## src/rtl/cdt_pkg.sv

```systemverilog
package cdt_pkg;
  localparam int PRE_W     = 12;
  localparam int B_RUN     = 0;
  localparam int B_IRQEN   = 2;
  localparam int B_RELOAD  = 3;
  localparam int B_PRE_LO  = 4;
  localparam int B_SRST    = 16;
  localparam int B_FORCE   = 17;
  localparam int B_MODE_LO = 22;

  typedef enum logic [1:0] {
    PIN_OFF    = 2'd0,
    PIN_TOGGLE = 2'd1,
    PIN_LOW    = 2'd2,
    PIN_HIGH   = 2'd3
  } pin_mode_e;

  typedef struct packed {
    logic             run;
    logic             irq_en;
    logic             reload;
    logic             force_ld;
    logic [PRE_W-1:0] presc;
    pin_mode_e        mode;
  } ctrl_t;
endpackage

```

## src/rtl/cdt_prescale.sv

```systemverilog
module cdt_prescale #(
  parameter int PW = 12
) (
  input  logic          clk,
  input  logic          rst_n,
  input  logic          clr,
  input  logic          run,
  input  logic [PW-1:0] limit,
  output logic          tick
);
  logic [PW-1:0] pcnt_q, pcnt_d;
  logic          at_lim;

  assign at_lim = (pcnt_q == limit);
  assign tick   = run & at_lim & ~clr;

  always_comb begin
    pcnt_d = pcnt_q;
    if (clr || !run)  pcnt_d = '0;
    else if (at_lim)  pcnt_d = '0;
    else              pcnt_d = pcnt_q + 1'b1;
  end

  always_ff @(posedge clk or negedge rst_n) begin
    if (!rst_n) pcnt_q <= '0;
    else        pcnt_q <= pcnt_d;
  end

  // the divider restarts after each tick and rests at zero while stopped
  p_restart_after_tick_r2: assert property (@(posedge clk) disable iff (!rst_n)
    tick |=> (pcnt_q == '0));
  p_idle_zero_r2: assert property (@(posedge clk) disable iff (!rst_n)
    !run |=> (pcnt_q == '0));
endmodule

```

## src/rtl/cdt_counter.sv

```systemverilog
module cdt_counter #(
  parameter int W = 32
) (
  input  logic         clk,
  input  logic         rst_n,
  input  logic         clr,
  input  logic         tick,
  input  logic         reload,
  input  logic [W-1:0] load_val,
  input  logic         force_wr,
  input  logic [W-1:0] force_val,
  output logic [W-1:0] cnt,
  output logic [W-1:0] step_val
);
  logic [W-1:0] cnt_q, cnt_d;

  always_comb begin
    if (cnt_q == '0) step_val = reload ? load_val : '1;
    else             step_val = cnt_q - 1'b1;
  end

  always_comb begin
    cnt_d = cnt_q;
    if (clr)           cnt_d = '0;
    else if (force_wr) cnt_d = force_val;
    else if (tick)     cnt_d = step_val;
  end

  always_ff @(posedge clk or negedge rst_n) begin
    if (!rst_n) cnt_q <= '0;
    else        cnt_q <= cnt_d;
  end

  assign cnt = cnt_q;

  p_decrement_r2: assert property (@(posedge clk) disable iff (!rst_n)
    (tick && !clr && !force_wr && cnt_q != '0) |=> (cnt_q == $past(cnt_q) - 1'b1));
  p_wrap_r3: assert property (@(posedge clk) disable iff (!rst_n)
    (tick && !clr && !force_wr && cnt_q == '0 && !reload) |=> (cnt_q == '1));
  p_reload_r4: assert property (@(posedge clk) disable iff (!rst_n)
    (tick && !clr && !force_wr && cnt_q == '0 && reload) |=> (cnt_q == $past(load_val)));
  p_force_r5: assert property (@(posedge clk) disable iff (!rst_n)
    (force_wr && !clr) |=> (cnt_q == $past(force_val)));
endmodule

```

## src/rtl/cdt_event.sv

```systemverilog
module cdt_event
  import cdt_pkg::*;
(
  input  logic      clk,
  input  logic      rst_n,
  input  logic      clr,
  input  logic      evt,
  input  logic      clr_req,
  input  pin_mode_e mode,
  output logic      flag,
  output logic      pin_o
);
  logic flag_q, flag_d, pin_q, pin_d;

  always_comb begin
    flag_d = flag_q;
    if (clr)          flag_d = 1'b0;
    else if (evt)     flag_d = 1'b1;
    else if (clr_req) flag_d = 1'b0;
  end

  always_comb begin
    pin_d = pin_q;
    if (clr) pin_d = 1'b0;
    else if (evt) begin
      case (mode)
        PIN_TOGGLE: pin_d = ~pin_q;
        PIN_LOW:    pin_d = 1'b0;
        PIN_HIGH:   pin_d = 1'b1;
        default:    pin_d = pin_q;
      endcase
    end
  end

  always_ff @(posedge clk or negedge rst_n) begin
    if (!rst_n) begin
      flag_q <= 1'b0;
      pin_q  <= 1'b0;
    end else begin
      flag_q <= flag_d;
      pin_q  <= pin_d;
    end
  end

  assign flag  = flag_q;
  assign pin_o = (mode == PIN_OFF) ? 1'b0 : pin_q;

  p_event_sets_r6: assert property (@(posedge clk) disable iff (!rst_n)
    (evt && !clr) |=> flag_q);
  p_w1c_r7: assert property (@(posedge clk) disable iff (!rst_n)
    (clr_req && !evt) |=> !flag_q);
  p_toggle_r9: assert property (@(posedge clk) disable iff (!rst_n)
    (evt && !clr && mode == PIN_TOGGLE) |=> (pin_q != $past(pin_q)));
endmodule

```

## src/rtl/cmp_dn_timer.sv

```systemverilog
module cmp_dn_timer
  import cdt_pkg::*;
#(
  parameter int CNT_W  = 32,
  parameter int ADDR_W = 5
) (
  input  logic              clk,
  input  logic              rst_n,
  input  logic              bus_en,
  input  logic              bus_we,
  input  logic [ADDR_W-1:0] bus_addr,
  input  logic [31:0]       bus_wdata,
  output logic [31:0]       bus_rdata,
  output logic              irq,
  output logic              pin_out
);
  localparam int DATA_W = 32;
  localparam int WORD_W = ADDR_W - 2;
  localparam logic [WORD_W-1:0] W_CTRL = WORD_W'(0);
  localparam logic [WORD_W-1:0] W_STAT = WORD_W'(1);
  localparam logic [WORD_W-1:0] W_LOAD = WORD_W'(2);
  localparam logic [WORD_W-1:0] W_CMP  = WORD_W'(3);
  localparam logic [WORD_W-1:0] W_CNT  = WORD_W'(4);

  ctrl_t             ctrl_q, ctrl_d;
  logic              srst_q, srst_d;
  logic [CNT_W-1:0]  load_q, load_d, cmp_q, cmp_d;
  logic [CNT_W-1:0]  cnt, step_val;
  logic [WORD_W-1:0] word;
  logic              wr_ok, wr_ctrl, wr_stat, wr_load, wr_cmp, wr_cnt;
  logic              tick, force_wr, evt, flag;

  assign word    = bus_addr[ADDR_W-1:2];
  assign wr_ok   = bus_en & bus_we & (bus_addr[1:0] == 2'b00);
  assign wr_ctrl = wr_ok & (word == W_CTRL);
  assign wr_stat = wr_ok & (word == W_STAT);
  assign wr_load = wr_ok & (word == W_LOAD);
  assign wr_cmp  = wr_ok & (word == W_CMP);
  assign wr_cnt  = wr_ok & (word == W_CNT);

  always_comb begin
    ctrl_d = ctrl_q;
    srst_d = 1'b0;
    load_d = load_q;
    cmp_d  = cmp_q;
    if (srst_q) ctrl_d = '0;
    if (wr_ctrl) begin
      if (bus_wdata[B_SRST]) begin
        ctrl_d = '0;
        srst_d = 1'b1;
      end else begin
        ctrl_d.run      = bus_wdata[B_RUN];
        ctrl_d.irq_en   = bus_wdata[B_IRQEN];
        ctrl_d.reload   = bus_wdata[B_RELOAD];
        ctrl_d.force_ld = bus_wdata[B_FORCE];
        ctrl_d.presc    = bus_wdata[B_PRE_LO +: PRE_W];
        ctrl_d.mode     = pin_mode_e'(bus_wdata[B_MODE_LO +: 2]);
      end
    end
    if (wr_load) load_d = bus_wdata[CNT_W-1:0];
    if (wr_cmp)  cmp_d  = bus_wdata[CNT_W-1:0];
  end

  always_ff @(posedge clk or negedge rst_n) begin
    if (!rst_n) begin
      ctrl_q <= '0;
      srst_q <= 1'b0;
      load_q <= '0;
      cmp_q  <= '0;
    end else begin
      ctrl_q <= ctrl_d;
      srst_q <= srst_d;
      load_q <= load_d;
      cmp_q  <= cmp_d;
    end
  end

  cdt_prescale #(.PW(PRE_W)) u_pre (
    .clk(clk), .rst_n(rst_n), .clr(srst_q), .run(ctrl_q.run),
    .limit(ctrl_q.presc), .tick(tick)
  );

  assign force_wr = wr_load & ctrl_q.force_ld;

  cdt_counter #(.W(CNT_W)) u_cnt (
    .clk(clk), .rst_n(rst_n), .clr(srst_q), .tick(tick),
    .reload(ctrl_q.reload), .load_val(load_q),
    .force_wr(force_wr), .force_val(bus_wdata[CNT_W-1:0]),
    .cnt(cnt), .step_val(step_val)
  );

  assign evt = tick & ~force_wr & (step_val == cmp_q);

  cdt_event u_evt (
    .clk(clk), .rst_n(rst_n), .clr(srst_q), .evt(evt),
    .clr_req(wr_stat & bus_wdata[0]), .mode(ctrl_q.mode),
    .flag(flag), .pin_o(pin_out)
  );

  assign irq = flag & ctrl_q.irq_en;

  always_comb begin
    bus_rdata = '0;
    case (word)
      W_CTRL: begin
        bus_rdata[B_RUN]             = ctrl_q.run;
        bus_rdata[B_IRQEN]           = ctrl_q.irq_en;
        bus_rdata[B_RELOAD]          = ctrl_q.reload;
        bus_rdata[B_PRE_LO +: PRE_W] = ctrl_q.presc;
        bus_rdata[B_SRST]            = srst_q;
        bus_rdata[B_FORCE]           = ctrl_q.force_ld;
        bus_rdata[B_MODE_LO +: 2]    = ctrl_q.mode;
      end
      W_STAT:  bus_rdata[0] = flag;
      W_LOAD:  bus_rdata = DATA_W'(load_q);
      W_CMP:   bus_rdata = DATA_W'(cmp_q);
      W_CNT:   bus_rdata = DATA_W'(cnt);
      default: bus_rdata = '0;
    endcase
  end

  p_srst_clears_r10: assert property (@(posedge clk) disable iff (!rst_n)
    srst_q |=> (cnt == '0 && !flag && !srst_q));
  p_cnt_readonly_r11: assert property (@(posedge clk) disable iff (!rst_n)
    (wr_cnt && !tick && !srst_q) |=> $stable(cnt));
endmodule

```

## config.mk

```make
export PLATFORM = sky130hd
export DESIGN_NAME = cmp_dn_timer
export DESIGN_NICKNAME = d
export VERILOG_FILES = /design/src/rtl/cdt_pkg.sv /design/src/rtl/cdt_prescale.sv /design/src/rtl/cdt_counter.sv /design/src/rtl/cdt_event.sv /design/src/rtl/cmp_dn_timer.sv
export SDC_FILE = /design/constraint.sdc
export NUM_CORES = 1
export LEC_CHECK = 0
export BUFFER_PORTS_ARGS = -buffer_cell sky130_fd_sc_hd__buf_2
export CORE_ASPECT_RATIO = 0.7
export CORE_MARGIN = 2
export CORE_UTILIZATION = 45
export DETAILED_ROUTE_END_ITERATION = 8
export PLACE_DENSITY = 0.66
export SLEW_MARGIN = 0
export SYNTH_ARGS = -nofsm -noshare
export SYNTH_HDL_FRONTEND = slang
export SYNTH_HIERARCHICAL = 1
export SYNTH_SLANG_ARGS = --single-unit
```

## constraint.sdc

```tcl
create_clock -name clk -period 3.6 [get_ports clk]
set_input_delay 0.18 -clock clk [delete_from_list [all_inputs] [get_ports clk]]
set_output_delay 0.18 -clock clk [all_outputs]
set_load 0.02 [all_outputs]
```

==> metrics.md <==
| Metric | Value |
|---|---|
| CP Class | `reg -> reg` |
| Worst rel slew slack | `between 20% and 30%` |
| Placement Rows | `40` |
| Max-Cap Viols | `0` |
| Worst Hold Depth | `2` |
| Setup TNS | `-0.200 ns` |
| Final Cell Area | `approximately 9900 sq um` |
| Routability cong. | `roughly 0.98` |
| Worst reg-to-reg path cell count | `14` |
| Hold slack | `between 0.008 and 0.009 ns` |
| R2R setup slack | `-0.20 ns` |
| # setup viols final | `2` |
| Clock root cell | `clkbuf_16` |
| Area after DPL | `~9000 sq um` |
| Status | `finished, violations left` |
| Yosys warning total | `6` |
| Sequential element share of the synthesized area | `slightly above 40%` |
| Worst Slack Setup Final | `-0.196 ns` |
| #FFs+latches synth | `129` |
| Slew @ Worst Pin | `between 1 and 1.5 ns` |
| GRT Overall Usage | `between 20 and 30%` |
| Mapped Nets | `between 800 and 900` |
| Hold Crit Class | `in -> reg` |
| Clock transition at the registers of the reported paths | `about 0.06 ns` |
| Die footprint | `about 19,000 sq um` |
| Via Count | `a little over 7k` |
| Port Buffers | `between 70 and 80` |
| Worst EP arrival | `4.11 ns` |
| Num CTS Buffers | `17` |
| Number of global-route vias before repair | `slightly below 7k` |
| Clk buf depth | `2` |
| I/O Pins | `75` |
| CP Data Required Time | `between 3 and 4 ns` |
| Post-route minimum period | `between 3 and 4 ns` |
| Antenna violations before repair | `0` |
| Diode count | `0` |
| Congestion Overflow GR | `0` |
| DIE HEIGHT | `115 microns` |
| First drt pass iteration count | `5` |
| Achievable Freq | `between 200 and 300 MHz` |
| Share of cells above drive strength 1 | `a little over a quarter` |
| Clock Skew | `0.0100 ns` |
| Violated checks | `negative setup slack` |
| Latest clock arrival within the worst-skew pair | `~0.43 ns` |
| Worst Hold Endpoint | `load_q[26]$_DFFE_PN0P_` |
| Setup crit start | `u_cnt/cnt[9]$_DFFE_PN0P_` |
| Global-route wire length before repair | `40.0 mm` |
| Sink Count | `129` |
| Residual DRC | `0` |
| Mapped cell area | `between 7000 and 8000 sq um` |
| Async set-reset flop share out of synthesis | `100%` |
| Library cells used by synthesis | `61` |
| Htree depth | `4` |
| Antenna viol nets, final | `0` |
| Critical Path Fanout Max | `4` |
| Area leader, netlist | `dfrtp_1` |
| Area share of the largest cell type after synthesis | `40.9%` |
| Initial Util | `a little under half` |
| Hold Startpoint | `bus_wdata[26]` |
| Core area | `17,200 sq um` |
| Hpwl dp | `17.8 mm` |
| Placement Setup Slack | `-0.277 ns` |
| Syn avg cell area | `9.73 sq um` |
| R2R Path Start | `u_cnt/cnt[9]$_DFFE_PN0P_` |
| Slew Limit Fails | `0` |
| Ys flop type | `dfrtp_1` |
| Top post-synthesis cells by area | `dfrtp_1 (41%), mux2_1 (8.4%), xnor2_1 (4.8%)` |
| Post-synth EDFFs | `0` |
| WL final | `25.7 mm` |
| Die span in x | `~160 microns` |
| CTS tree | `done` |
| Pin count of the biggest net entering global routing | `between 80 and 90` |
| Unrepaired setup endpoints after global routing | `yes` |
| Via density | `5.96` |
| Area grow syn2layout | `25.7%` |
| Synth Instances | `roughly 800` |
| Reg2reg end | `u_evt/pin_q$_DFFE_PN0P_` |
| Final hold vios | `0` |
| Peak supply drop | `around 0.35 mV` |
| Lkg Pwr | `approximately 4.5 nW` |
| Routed length per placed instance | `~21 microns` |
| PwrDens | `624 nW/um^2` |
| DRC marker count from the first detailed-route iteration | `between 900 and 1k` |
| Critical path endpoint category | `register` |
| Tcrit/Tclk final | `105%` |
| Final #Nets | `around 1,000` |
| Setup crit start kind | `register` |
-- report_power, final --
group	internal (mW)	switching (mW)	leakage [nW]
registers	1.74	0.280	1.67
logic	1.09	1.27	2.53
clock network	1.12	0.687	0.296
-- layer usage --
| metal | share of wire [%] | up-vias | GRT usage (%) | wire, microns |
|---|---|---|---|---|
| met2 | 41 | 400 | 38.6 | 10500 |
| li1 | - | 3209 | - | - |
| met4 | 1.1 | 0 | 7.08 | 289 |
| met1 | 48 | 3519 | 44.7 | 12300 |
| met3 | 10 | 24 | 6.13 | 2590 |
| met5 | 0 | - | 0 | 0 |
-- worst max-delay path, cell delays in order (launching register included) --
cell and delay [ns]:
dfrtp_1 0.38, or4_4 0.54, buf_4 0.16, or4_4 0.56, or2_4 0.28, nand2b_1 0.16, xor2_1 0.18, a21oi_1 0.19
xor2_1 0.11, nor4_2 0.29, nand3_1 0.12, nor4_2 0.27, buf_4 0.18, o21ai_1 0.06, a32o_1 0.20
-- flip-flops by register name, summed over array words and instances (netlist names) --
signal and flops:
cmp_q 32, load_q 32, u_cnt/cnt 32, ctrl_q 18, u_pre/pcnt_q 12, srst_q 1
u_evt/flag 1, u_evt/pin_q 1
-- through the flow --
step                total power [mW]  util (%)  std cells
floorplan                       3.24         -        812
global placement                4.18      52.3       1152
detailed placement              4.21      52.3       1152
CTS                             6.08      56.9       1198
global route                    6.49      57.8       1199
finish                          6.19      57.8       1199
-- timing repair --
action | in CTS | in global routing
cloned | 0 | 0
endpoints found under the hold margin | 102 | 0
hold buffers | 14 | 0
pin swaps | 4 | 9
gates resized for setup | 9 | 28
buffers inserted | 0 | 1
setup endpoints to repair | 2 | 2
-- area by class of cell --
type                    instances  area (sq um)
clock buffers                  19           453
clock inverters                13           159
fillers                      1481          7240
inverters                      33           124
multi-input cells             598          4480
flip-flops and latches        129          3230
well taps                     231           289
repair buffers                176          1200
-- worst max path at each step --
stage | endpoint | slack, ns | cells after the start
after global routing | u_evt/pin_q$_DFFE_PN0P_ | -0.30 | 14
after global placement | u_evt/pin_q$_DFFE_PN0P_ | -0.25 | 14
after CTS | u_evt/pin_q$_DFFE_PN0P_ | -0.16 | 14
after floorplan | u_evt/pin_q$_DFFE_PN0P_ | -0.18 | 14
final | u_evt/pin_q$_DFFE_PN0P_ | -0.20 | 14
after detailed placement | u_evt/pin_q$_DFFE_PN0P_ | -0.28 | 14
-- cells in the mapped netlist, types with 4 or more instances --
cell	instances
dfrtp_1	129
nor2_1	78
nand2_1	60
mux2_1	59
a21oi_1	48
xnor2_1	43
xor2_1	38
a22oi_1	37
inv_1	32
mux2i_1	31
clkbuf_1	23
nor4_1	23
a221oi_1	21
a22o_1	19
o21ai_0	19
nor3_1	15
buf_2	13
nand2b_1	11
nand3_1	10
buf_6	8
mux2_2	6
nand4_1	6
or4_1	6
or3_1	5
and2_1	4
buf_1	4
nor2b_1	4
o21a_1	4
o31ai_1	4
o31ai_2	4
or2_2	4
-- layout by cell type, fill, tap and decap left out, types with 25 or more instances in the layout --
cell type and n:
mux2i_1 25, xnor2_1 42, a21oi_1 47, xor2_1 35, nor2_1 76, nand2_1 60
a22oi_1 37, mux2_1 59, dfrtp_1 129, buf_2 73, buf_4 85, inv_1 32
-- cell families after synthesis --
family	count (synthesis)	synth area share, %
mux	97	13.5
flops	129	40.9
compound gates	169	14.9
buf+inv	85	5.16
xor+xnor	81	8.98
fa+ha+maj	3	0.475
simple gates	248	16.1
Note: power is estimated with default switching activity, not from simulation.
